**src/rtl/phy_mgmt_pkg.sv**
```systemverilog
package phy_mgmt_pkg;

   // frame geometry
   localparam int PRE_LEN    = 32;
   localparam int DATA_W     = 16;
   localparam int REG_AW     = 5;
   localparam int PHY_AW     = 5;
   localparam int FRAME_LEN  = PRE_LEN + 2 + 2 + PHY_AW + REG_AW + 2 + DATA_W;
   localparam int TA_IDX     = FRAME_LEN - DATA_W - 2;
   localparam int DATA_IDX   = FRAME_LEN - DATA_W;
   localparam int LAST_IDX   = FRAME_LEN - 1;
   localparam int IDX_W      = $clog2(FRAME_LEN);

   // host register layout
   localparam int HOST_W     = 32;
   localparam int FLAG_BIT   = 31;
   localparam int ADDR_LSB   = 16;

   typedef enum logic [1:0] {
      OPC_WRITE = 2'b01,
      OPC_READ  = 2'b10
   } mgmt_opc_e;

   function automatic logic [FRAME_LEN-1:0] build_frame(
      input logic              is_rd,
      input logic [PHY_AW-1:0] phy,
      input logic [REG_AW-1:0] rg,
      input logic [DATA_W-1:0] dat
   );
      mgmt_opc_e opc;
      logic [1:0] ta;
      logic [DATA_W-1:0] body;
      opc  = is_rd ? OPC_READ : OPC_WRITE;
      ta   = is_rd ? 2'b11 : 2'b10;
      body = is_rd ? '0 : dat;
      return {{PRE_LEN{1'b1}}, 2'b01, opc, phy, rg, ta, body};
   endfunction

endpackage

```
**src/rtl/mgmt_clk_div.sv**
```systemverilog
module mgmt_clk_div #(
   parameter int HALF_PERIOD = 4
) (
   input  logic clk,
   input  logic rst_n,
   input  logic run,
   output logic mdc,
   output logic rise_tick,
   output logic fall_tick
);

   logic tick;
   logic mdc_q;

   if (HALF_PERIOD < 1) begin : g_bad_half
      $error("mgmt_clk_div: HALF_PERIOD must be at least 1");
   end

   generate
      if (HALF_PERIOD == 1) begin : g_div_one
         assign tick = run;
      end else begin : g_div_cnt
         localparam int CW = $clog2(HALF_PERIOD);
         localparam logic [CW-1:0] CNT_MAX = CW'(HALF_PERIOD - 1);
         logic [CW-1:0] cnt;

         always_ff @(posedge clk or negedge rst_n) begin
            if (!rst_n) begin
               cnt <= '0;
            end else if (!run) begin
               cnt <= '0;
            end else if (cnt == CNT_MAX) begin
               cnt <= '0;
            end else begin
               cnt <= cnt + 1'b1;
            end
         end

         assign tick = run && (cnt == CNT_MAX);
      end
   endgenerate

   always_ff @(posedge clk or negedge rst_n) begin
      if (!rst_n) begin
         mdc_q <= 1'b0;
      end else if (!run) begin
         mdc_q <= 1'b0;
      end else if (tick) begin
         mdc_q <= ~mdc_q;
      end
   end

   assign mdc       = mdc_q;
   assign rise_tick = tick && !mdc_q;
   assign fall_tick = tick &&  mdc_q;

   AST_MDC_PARKED: assert property (@(posedge clk) disable iff (!rst_n)
      !run |=> !mdc);

endmodule

```
**src/rtl/mgmt_frame_seq.sv**
```systemverilog
module mgmt_frame_seq
   import phy_mgmt_pkg::*;
#(
   parameter int PHY_ADDR = 1
) (
   input  logic              clk,
   input  logic              rst_n,
   input  logic              start,
   input  logic              start_rd,
   input  logic [REG_AW-1:0] start_reg,
   input  logic [DATA_W-1:0] start_data,
   input  logic              rise_tick,
   input  logic              fall_tick,
   input  logic              mdio_in,
   output logic              busy,
   output logic              done,
   output logic              done_rd,
   output logic [DATA_W-1:0] rd_data,
   output logic              mdio_out,
   output logic              mdio_oe
);

   localparam logic [PHY_AW-1:0] PHY_FIELD = PHY_AW'(PHY_ADDR);
   localparam logic [IDX_W-1:0]  IDX_TA    = IDX_W'(TA_IDX);
   localparam logic [IDX_W-1:0]  IDX_DATA  = IDX_W'(DATA_IDX);
   localparam logic [IDX_W-1:0]  IDX_LAST  = IDX_W'(LAST_IDX);

   if (PHY_ADDR < 0 || PHY_ADDR >= (1 << PHY_AW)) begin : g_bad_phy
      $error("mgmt_frame_seq: PHY_ADDR does not fit the address field");
   end

   logic                 busy_q;
   logic                 rd_q;
   logic [IDX_W-1:0]     bit_idx;
   logic [FRAME_LEN-1:0] shreg;
   logic [DATA_W-1:0]    cap;
   logic                 in_release;

   assign in_release = rd_q && (bit_idx >= IDX_TA);
   assign done       = busy_q && fall_tick && (bit_idx == IDX_LAST);

   always_ff @(posedge clk or negedge rst_n) begin
      if (!rst_n) begin
         busy_q  <= 1'b0;
         rd_q    <= 1'b0;
         bit_idx <= '0;
         shreg   <= '0;
      end else if (!busy_q) begin
         if (start) begin
            busy_q  <= 1'b1;
            rd_q    <= start_rd;
            bit_idx <= '0;
            shreg   <= build_frame(start_rd, PHY_FIELD, start_reg, start_data);
         end
      end else if (fall_tick) begin
         if (bit_idx == IDX_LAST) begin
            busy_q <= 1'b0;
         end else begin
            bit_idx <= bit_idx + 1'b1;
            shreg   <= {shreg[FRAME_LEN-2:0], 1'b0};
         end
      end
   end

   always_ff @(posedge clk or negedge rst_n) begin
      if (!rst_n) begin
         cap <= '0;
      end else if (busy_q && rd_q && rise_tick && (bit_idx >= IDX_DATA)) begin
         cap <= {cap[DATA_W-2:0], mdio_in};
      end
   end

   assign busy     = busy_q;
   assign done_rd  = rd_q;
   assign rd_data  = cap;
   assign mdio_out = busy_q && shreg[FRAME_LEN-1];
   assign mdio_oe  = busy_q && !in_release;

   AST_TA_RELEASED: assert property (@(posedge clk) disable iff (!rst_n)
      (busy_q && rd_q && bit_idx >= IDX_TA) |-> !mdio_oe);

   AST_IDLE_UNDRIVEN: assert property (@(posedge clk) disable iff (!rst_n)
      !busy_q |-> !mdio_oe);

endmodule

```
**src/rtl/phy_mgmt_bridge.sv**
```systemverilog
module phy_mgmt_bridge
   import phy_mgmt_pkg::*;
#(
   parameter int MDC_HALF = 4,
   parameter int PHY_ADDR = 1
) (
   input  logic        clk,
   input  logic        rst_n,
   input  logic        host_wr,
   input  logic [31:0] host_wdata,
   output logic [31:0] host_rdata,
   output logic        mdc,
   output logic        mdio_out,
   output logic        mdio_oe,
   input  logic        mdio_in
);

   if (HOST_W != 32 || ADDR_LSB + REG_AW > FLAG_BIT) begin : g_bad_layout
      $error("phy_mgmt_bridge: host register layout is inconsistent");
   end

   logic              flag_q;
   logic [REG_AW-1:0] addr_q;
   logic [DATA_W-1:0] data_q;

   logic              accept;
   logic              seq_busy;
   logic              seq_done;
   logic              seq_done_rd;
   logic [DATA_W-1:0] seq_rd_data;
   logic              rise_tick;
   logic              fall_tick;
   logic              cmd_is_wr;
   logic              unused_wdata;

   assign cmd_is_wr    = host_wdata[FLAG_BIT];
   assign accept       = host_wr && !seq_busy;
   assign unused_wdata = ^host_wdata[FLAG_BIT-1:ADDR_LSB+REG_AW];

   mgmt_clk_div #(
      .HALF_PERIOD (MDC_HALF)
   ) u_clk_div (
      .clk       (clk),
      .rst_n     (rst_n),
      .run       (seq_busy),
      .mdc       (mdc),
      .rise_tick (rise_tick),
      .fall_tick (fall_tick)
   );

   mgmt_frame_seq #(
      .PHY_ADDR (PHY_ADDR)
   ) u_seq (
      .clk        (clk),
      .rst_n      (rst_n),
      .start      (accept),
      .start_rd   (!cmd_is_wr),
      .start_reg  (host_wdata[ADDR_LSB +: REG_AW]),
      .start_data (host_wdata[DATA_W-1:0]),
      .rise_tick  (rise_tick),
      .fall_tick  (fall_tick),
      .mdio_in    (mdio_in),
      .busy       (seq_busy),
      .done       (seq_done),
      .done_rd    (seq_done_rd),
      .rd_data    (seq_rd_data),
      .mdio_out   (mdio_out),
      .mdio_oe    (mdio_oe)
   );

   always_ff @(posedge clk or negedge rst_n) begin
      if (!rst_n) begin
         flag_q <= 1'b0;
         addr_q <= '0;
         data_q <= '0;
      end else if (accept) begin
         flag_q <= cmd_is_wr;
         addr_q <= host_wdata[ADDR_LSB +: REG_AW];
         if (cmd_is_wr) begin
            data_q <= host_wdata[DATA_W-1:0];
         end
      end else if (seq_done) begin
         flag_q <= seq_done_rd;
         if (seq_done_rd) begin
            data_q <= seq_rd_data;
         end
      end
   end

   always_comb begin
      host_rdata                          = '0;
      host_rdata[FLAG_BIT]                = flag_q;
      host_rdata[ADDR_LSB +: REG_AW]      = addr_q;
      host_rdata[DATA_W-1:0]              = data_q;
   end

   AST_WR_FLAG_HELD: assert property (@(posedge clk) disable iff (!rst_n)
      (seq_busy && !seq_done_rd) |-> flag_q);

   AST_RD_FLAG_LOW: assert property (@(posedge clk) disable iff (!rst_n)
      (seq_busy && seq_done_rd) |-> !flag_q);

   AST_BUSY_HOLDS_REG: assert property (@(posedge clk) disable iff (!rst_n)
      (seq_busy && !seq_done) |=> $stable(host_rdata));

   AST_BUSY_ADDR_KEPT: assert property (@(posedge clk) disable iff (!rst_n)
      (seq_busy && host_wr) |=> $stable(addr_q));

   AST_MDIO_STABLE_AT_RISE: assert property (@(posedge clk) disable iff (!rst_n)
      $rose(mdc) |-> $stable(mdio_out));

endmodule

```
**config.mk**
```make
export PLATFORM = sky130hd
export DESIGN_NAME = phy_mgmt_bridge
export DESIGN_NICKNAME = d
export VERILOG_FILES = /design/src/rtl/phy_mgmt_pkg.sv /design/src/rtl/mgmt_clk_div.sv /design/src/rtl/mgmt_frame_seq.sv /design/src/rtl/phy_mgmt_bridge.sv
export SDC_FILE = /design/constraint.sdc
export NUM_CORES = 1
export LEC_CHECK = 0
export CAP_MARGIN = 20
export CORE_UTILIZATION = 45
export CTS_BUF_LIST = sky130_fd_sc_hd__clkbuf_4 sky130_fd_sc_hd__clkbuf_8
export CTS_CLUSTER_SIZE = 16
export DETAILED_ROUTE_END_ITERATION = 12
export PLACE_DENSITY = 0.75
export REMOVE_ABC_BUFFERS = 1
export SLEW_MARGIN = 20
export SYNTH_ARGS = -nofsm -noshare
export SYNTH_HDL_FRONTEND = slang
export SYNTH_SLANG_ARGS = --single-unit
```
**constraint.sdc**
```tcl
create_clock -name clk -period 3.99 [get_ports clk]
set_clock_uncertainty 0.15 [all_clocks]
set_input_delay 0.798 -clock clk [delete_from_list [all_inputs] [get_ports clk]]
set_output_delay 0.798 -clock clk [all_outputs]
set_load 0.03 [all_outputs]
```
==> impl_metrics.tcl, run 1 <==
set metrics [dict create \
    area_growth_pct 19.93 \
    yosysTopAreaCellShare_pct 59.57 \
    drc 0 \
    synth.avg_cell_area_um2 12.36 \
    clk_latency_ns 0.43 \
    grt_pass1_vias 3211 \
    start_util_pct 46.19 \
    timing.final.crit_period_ns 2.849 \
    ant_nets 0 \
    portBuffers 50 \
    crit_path_end_kind "output pin" \
    grt_usage_pct 18.61 \
    num_antenna_cells 0 \
    cts_tree "done" \
    holdCritStartpoint "u_clk_div.g_div_cnt.cnt[0]" \
    grt_overflow_total 0 \
    place_hpwl_um 5672 \
    holdBufCountCts 0 \
    powerDensity_mw_per_mm2 700.7 \
    fmax_ghz 0.3510 \
    drive_gt1_share_pct 12.44 \
    cts.sinks 113 \
    core_area_mm2 0.01028 \
    grt_pass1_wl_um 15960 \
    cp.required_ns 3.04 \
    fp.dieH_um 104.7 \
    fp-row-count 37 \
    io_pins 71 \
    via_per_inst 5.533 \
    chipWidth_um 104.7 \
    synth_seq_cells 113 \
    cap_violations 0 \
    syn_inst 384 \
    leakage_nw 2.389 \
    grt_start_max_net_pins 72 \
    ir_drop_mv 0.3278 \
    cts_max_level 4 \
    whs_path_depth 1 \
    arrival_ns 1.90 \
    yosysSeqAreaShare_pct 59.57 \
    post_cts_resized 0 \
    wl_per_cell_um 16.07 \
    status "finished clean" \
    min_to "u_clk_div.g_div_cnt.cnt[0]" \
    antenna_found_initial 0 \
    rsz0062_at_grt "false" \
    yosysTopAreaCell "dfrtp_1" \
    root_buffer "clkbuf_8" \
    netlist_area_mm2 0.004747 \
    yosysWarnings 0 \
    hold_slack_ns 0.2920 \
    setup-tns-final_ns 0 \
    r2r_cells 6 \
    setup_viol 0 \
    mostFrequentLayoutCell "dfrtp_1" \
    worst_setup_path_start_kind "flip-flop" \
    ys_types 43 \
    via_count 3198 \
    slew_violations 0 \
    rr_endpoint "u_seq.shreg[8]" \
    cts.path.max_buffers 2 \
    final_nets 467 \
    rr_startpoint "u_seq.busy" \
    cts_buffers 17 \
    most-common-layout-cells "dfrtp_1 (113), o22a_1 (51), clkdlybuf4s50_1 (49)" \
    worst_slew_pin_slew_ns 0.8905 \
    post_cts_buffers 0 \
    crit_fanout 9 \
    hp-class "flip-flop to flip-flop" \
    max-slew-margin-rel_pct 40.64 \
    dr.pass1.iters 7 \
    path_clk_slew_ns 0.08 \
    crit_type "flip-flop to output pin" \
    synthTopCellsByArea "dfrtp_1 (60%), o22a_1 (9.4%), nand3_1 (3.3%), o21a_1 (3.0%), a22oi_1 (2.4%)" \
    dieArea_mm2 0.01096 \
    reg2reg_slack_ns 1.44 \
    finalCritPeriodShare_pct 71.40 \
    hold_violations 0 \
    place_congestion 0.7461 \
    routed_wirelength_um 9289 \
    drt-initial-drc-count 199 \
]
stage by stage:
stage / setup WS (ns) / instance area, um^2 / power [mW] / instances / util (%)
2_1_floorplan: 1.002 / 4526 / 2.450 / 353 / -
3_3_place_gp: 0.8893 / 5260 / 2.804 / 546 / 51.18
3_5_place_dp: 0.8632 / 5260 / 2.859 / 546 / 51.18
4_1_cts: 1.112 / 5688 / 4.019 / 578 / 55.34
5_1_grt: 1.070 / 5693 / 4.214 / 578 / 55.39
6_report: 1.141 / 5693 / 3.989 / 578 / 55.39
routing by layer:
layer  GRT usage, %  vias to the layer above  wire length (um)  share of wire, %
met5              0                        -                 0                 0
met4          9.054                        0               206               2.2
met3          4.991                       16               344               3.7
met2          28.29                       86              4374                47
met1          24.73                     1612              4363                47
li1               -                     1484                 -                 -
critical path, stage by stage, from the launching register on:
cell and delay (ns):
dfrtp_1 0.60, o21a_1 0.20, clkdlybuf4s50_1 0.67
state kept, by name, indices dropped and copies added, names as in the netlist:
signal	count
u_seq.shreg	64
u_clk_div.g_div_cnt.cnt	2
u_seq.bit_idx	6
data_q	16
u_seq.done_rd	1
u_clk_div.mdc	1
u_seq.busy	1
u_seq.rd_data	16
flag_q	1
addr_q	5
synth_stat cells, drive strengths merged:
master	n
nor4b	1
nor3b	1
o21ai	26
inv	3
and3	3
a22oi	15
dfrtp	113
nand4	2
a31oi	2
mux2i	6
o21a	19
buf	32
o22a	51
mux2	16
a22o	7
nand2	25
conb	1
nor4	1
xor2	1
a21o	1
nor2b	2
and2	4
nand2b	1
nor2	2
nand3	31
a21oi	5
o221ai	1
nor3	1
ha	2
a211o	1
clkbuf	8
cell type report:
class / count / area (um^2)
Tap cell: 136 / 170.2
Fill cell: 871 / 4584
Clock buffer: 18 / 247.7
Sequential cell: 113 / 2828
Inverter: 3 / 11.26
Clock inverter: 14 / 180.2
Multi-Input combinational cell: 237 / 1693
Timing Repair Buffer: 57 / 563.0
cells by family after synthesis:
logic type | count (synthesis) | share of synthesized area, %
muxes | 22 | 5.061
and+or+nand+nor | 74 | 8.461
xor gates and xnor gates | 1 | 0.1845
DFF | 113 | 59.57
buffers and inverters | 43 | 5.614
AOI/OAI and AO/OA | 128 | 20.51
adders and majority gates | 2 | 0.5271
other | 1 | 0.07900
report_power, final:
| part | total, mW | switching, mW | internal, mW |
|---|---|---|---|
| Clock | 1.15 | 0.504 | 0.643 |
| Sequential | 1.76 | 0.238 | 1.52 |
| Combinational | 1.08 | 0.571 | 0.508 |
worst max-delay path by stage:
stage          slack, ns        from         endpoint
3_5_place_dp        0.86     host_wr        data_q[0]
3_3_place_gp        0.89     host_wr       data_q[10]
4_1_cts             1.11  u_seq.busy          mdio_oe
5_1_grt             1.07  u_seq.busy         mdio_out
6_report            1.14  u_seq.busy          mdio_oe
2_1_floorplan       1.00  u_seq.busy  u_seq.shreg[17]
Power figures use the tool's default switching activity.
==> inputs of run 2 (changes only) <==
--- a/config.mk
+++ b/config.mk
@@ -10,7 +10,7 @@
 export CTS_BUF_LIST = sky130_fd_sc_hd__clkbuf_4 sky130_fd_sc_hd__clkbuf_8
 export CTS_CLUSTER_SIZE = 16
 export DETAILED_ROUTE_END_ITERATION = 12
-export PLACE_DENSITY = 0.75
+export PLACE_DENSITY = 0.78
 export REMOVE_ABC_BUFFERS = 1
 export SLEW_MARGIN = 20
 export SYNTH_ARGS = -nofsm -noshare
==> constraint.sdc (replaced) <==
create_clock -name clk -period 2.6 [get_ports clk]
set_clock_uncertainty 0.15 [all_clocks]
set_input_delay 0.52 -clock clk [delete_from_list [all_inputs] [get_ports clk]]
set_output_delay 0.52 -clock clk [all_outputs]
set_load 0.03 [all_outputs]
==> run 2 against run 1 <==
Net effect:
- critical path depth is 3 higher
- worst hold slack worse by 0.0054 ns
- utilization increased by 0.72 points
- sequential cell count unchanged
- non-clock buffer count increased by 7
- critical endpoint is now u_seq.shreg[48]
- largest cell class unchanged
==> impl_metrics.tcl, run 2 (same netlist as run 1, synthesis figures left out) <==
set metrics [dict create \
    cts_max_level 4 \
    grt_start_max_net_pins 54 \
    place_congestion 0.7358 \
    cts_buffers 17 \
    cts_tree "done" \
    worst_slew_pin_slew_ns 0.6914 \
    fp-row-count 37 \
    dr.pass1.iters 5 \
    cp_slowest_stage_delay_ns 0.42 \
    start_util_pct 46.19 \
    most-common-layout-cells "dfrtp_1 (113), o22a_1 (51), clkdlybuf4s50_1 (47)" \
    rr_startpoint "u_seq.bit_idx[0]" \
    rsz0062_at_grt "false" \
    finalCritPeriodShare_pct 88.13 \
    num_antenna_cells 0 \
    dieArea_mm2 0.01096 \
    ir_drop_mv 0.5218 \
    portBuffers 50 \
    fin_area_mm2 0.005767 \
    cts.sinks 113 \
    drive_gt1_share_pct 14.03 \
    cp_top_family "compound AO/OA/AOI/OAI gates" \
    report.power.total_mw 6.161 \
    crit_path_end_kind "flip-flop" \
    placed_cells 552 \
    io_pins 71 \
    path_buf_inv 0 \
    crit_fanout 36 \
    hold_violations 0 \
    chipWidth_um 104.7 \
    setup_viol 0 \
    nFillCells 862 \
    status "finished clean" \
    slew_violations 0 \
    antenna_found_initial 0 \
    drc 0 \
    worst_setup_path_start_kind "flip-flop" \
    wl_per_cell_um 15.84 \
    grt_pass1_wl_um 16360 \
    grt_usage_pct 19.07 \
    leakage_nw 2.436 \
    drt-initial-drc-count 155 \
    path_cells "ha_1, and3_1, a21o_2, nand2_4, o22a_1" \
    core_area_mm2 0.01028 \
    rr_endpoint "u_seq.shreg[48]" \
    min_to "u_clk_div.g_div_cnt.cnt[0]" \
    r2r_cells 5 \
    routed_wirelength_um 9267 \
    whs_path_depth 1 \
    post-route-util_pct 56.11 \
    instances_no_fill 585 \
    hp-class "flip-flop to flip-flop" \
    regMostFlops "u_seq.shreg" \
    post_cts_buffers 0 \
    arrival_ns 2.46 \
    powerDensity_mw_per_mm2 1068 \
    max-slew-margin-rel_pct 53.91 \
    fp.dieH_um 104.7 \
    reg2reg_slack_ns 0.31 \
    fmax_ghz 0.4364 \
    place_hpwl_um 5775 \
    largest_register_ffs 64 \
    via_count 3262 \
    hold_slack_ns 0.2866 \
    mostFrequentLayoutCell "dfrtp_1" \
    holdCritStartpoint "u_clk_div.g_div_cnt.cnt[0]" \
    grt_pass1_vias 3305 \
    timing.final.crit_period_ns 2.291 \
    clk_latency_ns 0.44 \
    final_nets 474 \
    cap_violations 0 \
    via_per_inst 5.576 \
    slowest_stage "dfrtp_1" \
    post_dp_cell_area_mm2 0.005325 \
    cp.required_ns 2.77 \
    grt_overflow_total 0 \
    cts.path.max_buffers 2 \
    crit_type "flip-flop to flip-flop" \
    area_growth_pct 21.48 \
    path_clk_slew_ns 0.07 \
    ant_nets 0 \
    root_buffer "clkbuf_8" \
]
## run 2: cell count changes in the layout (fill, tap and decap cells not counted), moves of 2 or more
cell | before | now
inv_6 | 3 | 0
clkinv_2 | 1 | 4
buf_12 | 1 | 3
clkdlybuf4s50_1 | 49 | 47
buf_4 | 7 | 13
## run 2: metrics by stage
step	setup WS, ns	setup TNS [ns]
3_3_place_gp	0.2846	0
3_5_place_dp	0.2562	0
6_report	0.3087	0
5_1_grt	0.1462	0
2_1_floorplan	-0.3879	-14.08
4_1_cts	0.2946	0
## run 2: worst max-delay path by stage
stage	from	to	slack, ns	cells past startpoint
6_report	u_seq.bit_idx[0]	u_seq.shreg[48]	0.31	5
3_3_place_gp	host_wr	data_q[12]	0.28	6
3_5_place_dp	host_wr	data_q[5]	0.26	6
4_1_cts	u_clk_div.mdc	mdc	0.29	1
5_1_grt	u_seq.bit_idx[0]	u_seq.shreg[61]	0.15	5
2_1_floorplan	u_seq.busy	u_seq.shreg[17]	-0.39	4
## run 2: what timing repair did
item	in CTS	in global routing
hold buffers	1	0
resized for setup	0	0
hold endpoints to repair	23	0
## run 2: metal layers
layer	GRT usage [%]	routed length (um)	vias up
met1	25.19	4331	1654
met3	4.866	359	28
met5	0	0	-
met2	29.00	4341	84
met4	10.16	235	0
li1	-	-	1496
## run 2: worst register-to-register path: stages (launching register included)
cell	delay [ns]
dfrtp_1	0.42
ha_1	0.24
and3_1	0.38
a21o_2	0.41
nand2_4	0.30
o22a_1	0.28
## run 2: power by group
part | switching [mW] | total, mW | internal [mW] | leakage (nW)
combinational | 0.882 | 1.68 | 0.799 | 0.873
sequential | 0.358 | 2.70 | 2.34 | 1.35
clock | 0.730 | 1.78 | 1.05 | 0.216
total | 1.97 | 6.16 | 4.19 | 2.44
## run 2: final cells by class
class	instances	area (um^2)	share of cell area, %
flip-flops and latches	113	2828	49.03
multi-input cells	237	1688	29.27
repair buffers	64	638.1	11.07
clock buffers	18	241.5	4.187
clock inverters	14	190.2	3.298
well taps	136	170.2	2.951
inverters	3	11.26	0.1953
==> inputs of run 3 (changes only) <==
--- a/config.mk
+++ b/config.mk
@@ -5,12 +5,13 @@
 export SDC_FILE = /design/constraint.sdc
 export NUM_CORES = 1
 export LEC_CHECK = 0
+export ABC_AREA = 1
 export CAP_MARGIN = 20
 export CORE_UTILIZATION = 45
 export CTS_BUF_LIST = sky130_fd_sc_hd__clkbuf_4 sky130_fd_sc_hd__clkbuf_8
 export CTS_CLUSTER_SIZE = 16
 export DETAILED_ROUTE_END_ITERATION = 12
-export PLACE_DENSITY = 0.78
+export PLACE_DENSITY = 0.77
 export REMOVE_ABC_BUFFERS = 1
 export SLEW_MARGIN = 20
 export SYNTH_ARGS = -nofsm -noshare
==> run 3 against run 2 <==
Net effect:
- global-route usage up 0.43 points
- area after synthesis up 6.3%
- worst hold slack got worse by 0.28 ns
- utilization down 0.79 points
- critical path depth fell by 1
- wire length grew 11%
- die area up 6.1%
- largest power group unchanged
==> impl_metrics.tcl, run 3 <==
set metrics [dict create \
    ys.flop_type "dfrtp_1" \
    dr.pass1.iters 5 \
    worst_setup_path_start_kind "flip-flop" \
    post_cts_buffers 0 \
    cap_violations 0 \
    place_hpwl_um 6541 \
    grt_pass1_vias 3813 \
    crit_path_end_kind "output pin" \
    portBuffers 50 \
    yosysMostFrequentCell "nand2_1" \
    via_count 4008 \
    globalRoute.busiestLayer "met2" \
    reg2reg_slack_ns 0.60 \
    max-slew-margin-rel_pct 58.51 \
    rsz0062_at_grt "false" \
    met3_usage_pct 4.419 \
    rr_endpoint "u_seq.rd_data[9]" \
    path_clk_slew_ns 0.07 \
    cts_max_level 4 \
    timing.final.crit_period_ns 2.388 \
    start_util_pct 46.33 \
    most-common-layout-cells "nand2_1 (157), nor2_1 (113), dfrtp_1 (113)" \
    area_growth_pct 19.39 \
    power_frac_seq_pct 43.7 \
    cts.path.max_buffers 2 \
    antenna_found_initial 0 \
    chipWidth_um 107.9 \
    async_reset_ff_share_pct 100.0 \
    synth-edff-count 0 \
    drc 0 \
    yosysWarnings 0 \
    rr_startpoint "u_seq.busy" \
    cp_slowest_stage_delay_ns 0.66 \
    powerDensity_mw_per_mm2 873.0 \
    setup_viol 0 \
    clk_latency_ns 0.43 \
    arrival_ns 1.72 \
    fin_area_mm2 0.006023 \
    place_congestion 0.7996 \
    ir_drop_mv 0.5005 \
    cts_tree "done" \
    dieArea_mm2 0.01164 \
    via_per_inst 4.948 \
    synthTopCellsByArea "dfrtp_1 (56%), nand2_1 (12%), nor2_1 (8.4%), o21ai_0 (4.5%), inv_1 (3.8%)" \
    power_switching_mw 1.811 \
    p_sw_share_pct 34.44 \
    cp_top_family "buffers and inverters" \
    hold_violations 0 \
    slew_violations 0 \
    r2r_cells 7 \
    netlist_area_mm2 0.005045 \
    crit_fanout 9 \
    layout_setup_ws_ns 0.2119 \
    path_buf_inv 3 \
    root_buffer "clkbuf_8" \
    yosysTopAreaCell "dfrtp_1" \
    grtUsageMet2_pct 31.96 \
    grt_overflow_total 0 \
    cp.required_ns 1.93 \
    post_dp_cell_area_mm2 0.005629 \
    drive_gt1_share_pct 8.806 \
    place_ws_ns 0.2241 \
    finalCritPeriodShare_pct 91.85 \
    routed_wirelength_um 10260 \
    num_antenna_cells 0 \
    status "finished clean" \
    syn_inst 606 \
    largest_register_ffs 64 \
    ys_types 29 \
    grt_usage_pct 19.50 \
    cts.sinks 113 \
    global_route.usage.met1_pct 24.96 \
    regMostFlops "u_seq.shreg" \
    slowest_stage "clkdlybuf4s50_1" \
    yosysSeqAreaShare_pct 56.05 \
    hp-class "primary input to async pin" \
    mostFrequentLayoutCell "nand2_1" \
    io_pins 71 \
    internal-power_mw 3.447 \
    p_comb_share_pct 25.1 \
    wl_per_cell_um 12.67 \
    leakage_nw 2.820 \
    ant_nets 0 \
    grt_start_max_net_pins 114 \
    fmax_ghz 0.4187 \
    p_clk_share_pct 31.2 \
    worst_slew_pin_slew_ns 0.6209 \
    core_area_mm2 0.01089 \
    yosysTopAreaCellShare_pct 56.05 \
    drt-initial-drc-count 302 \
    synth.avg_cell_area_um2 8.325 \
    fp-row-count 38 \
    cts_buffers 17 \
    synth_commonest_cells "nand2_1 (157), dfrtp_1 (113), nor2_1 (113), inv_1 (51), o21ai_0 (45)" \
    synth_seq_cells 113 \
    fp.dieH_um 107.9 \
    grt_pass1_wl_um 17510 \
    crit_type "flip-flop to output pin" \
    path_cells "buf_4, nand2_1, inv_1, clkdlybuf4s50_1" \
    final_nets 695 \
]
-- run 3: cell count changes after synthesis, sizes merged, moves of 7 or more --
cell,previous run,this run
o21ai,26,56
nor2,2,117
nand2,25,161
o22ai,0,14
a22oi,15,0
a22o,7,0
mux2,16,0
o21a,19,0
o22a,51,0
inv,3,52
-- run 3: logic make-up (layout without fill, tap and decap cells) --
kind of cell	count (synthesis)	after routing	synth area share (%)
flops	113	113	56.05
compound gates	81	81	8.681
fa+ha+maj	2	2	0.4960
other cells	1	10	0.07433
buf+inv	92	147	8.978
simple gates	317	317	25.72
-- run 3: how the worst max path moves through the flow --
stage	slack, ns	endpoint	start	cells after the start
2_1_floorplan	-0.006	u_seq.shreg[0]	u_seq.bit_idx[0]	5
3_3_place_gp	0.23	data_q[8]	host_wr	7
3_5_place_dp	0.22	data_q[8]	host_wr	7
4_1_cts	0.17	mdio_out	u_seq.busy	4
5_1_grt	0.12	mdio_oe	u_seq.bit_idx[4]	4
6_report	0.21	mdio_out	u_seq.busy	4
-- run 3: routing by layer --
metal	share of wire, %	wire length (um)
met5	0	0
met4	1.7	170
met3	4.6	472
met1	46	4748
met2	47	4872
-- run 3: power by group through the flow --
stage / Combinational, mW / Sequential (mW) / Clock (mW)
finish: 1.32 / 2.30 / 1.64
global route: 1.50 / 2.34 / 1.75
CTS: 1.33 / 2.30 / 1.67
detailed placement: 1.32 / 2.33 / 0
global placement: 1.27 / 2.31 / 0
floorplan: 0.841 / 2.33 / 0
-- run 3: per-stage QoR --
stage / hold slack (ns) / utilization (%) / setup TNS, ns / std cells / total power, mW
6_report: 0.004897 / 55.32 / 0 / 810 / 5.258
5_1_grt: 0.05317 / 55.32 / 0 / 810 / 5.580
4_1_cts: 0.03083 / 55.32 / 0 / 810 / 5.295
3_5_place_dp: 0.3018 / 51.70 / 0 / 778 / 3.648
3_3_place_gp: 0.2695 / 51.70 / 0 / 778 / 3.578
2_1_floorplan: 0.07441 / - / -0.1523 / 575 / 3.172
-- run 3: final cells by class --
| type | count | area, um^2 |
|---|---|---|
| multi-input cells | 410 | 1798 |
| well taps | 140 | 175.2 |
| clock buffers | 17 | 234.0 |
| inverters | 52 | 195.2 |
| repair buffers | 63 | 631.9 |
| clock inverters | 15 | 161.4 |
| flip-flops and latches | 113 | 2828 |
| fillers | 985 | 4865 |
-- run 3: what timing repair did --
item | in CTS | in global routing
resized for setup | 1 | 0
hold buffers | 0 | 0
setup endpoints to repair | 1 | 0
-- run 3: worst reg2reg max path: stages (launching register included) --
cell     delay [ns]
dfrtp_1        0.34
buf_4          0.19
inv_1          0.10
nor3_2         0.17
buf_4          0.23
nand2_1        0.41
nor2_1         0.21
a21oi_1        0.06
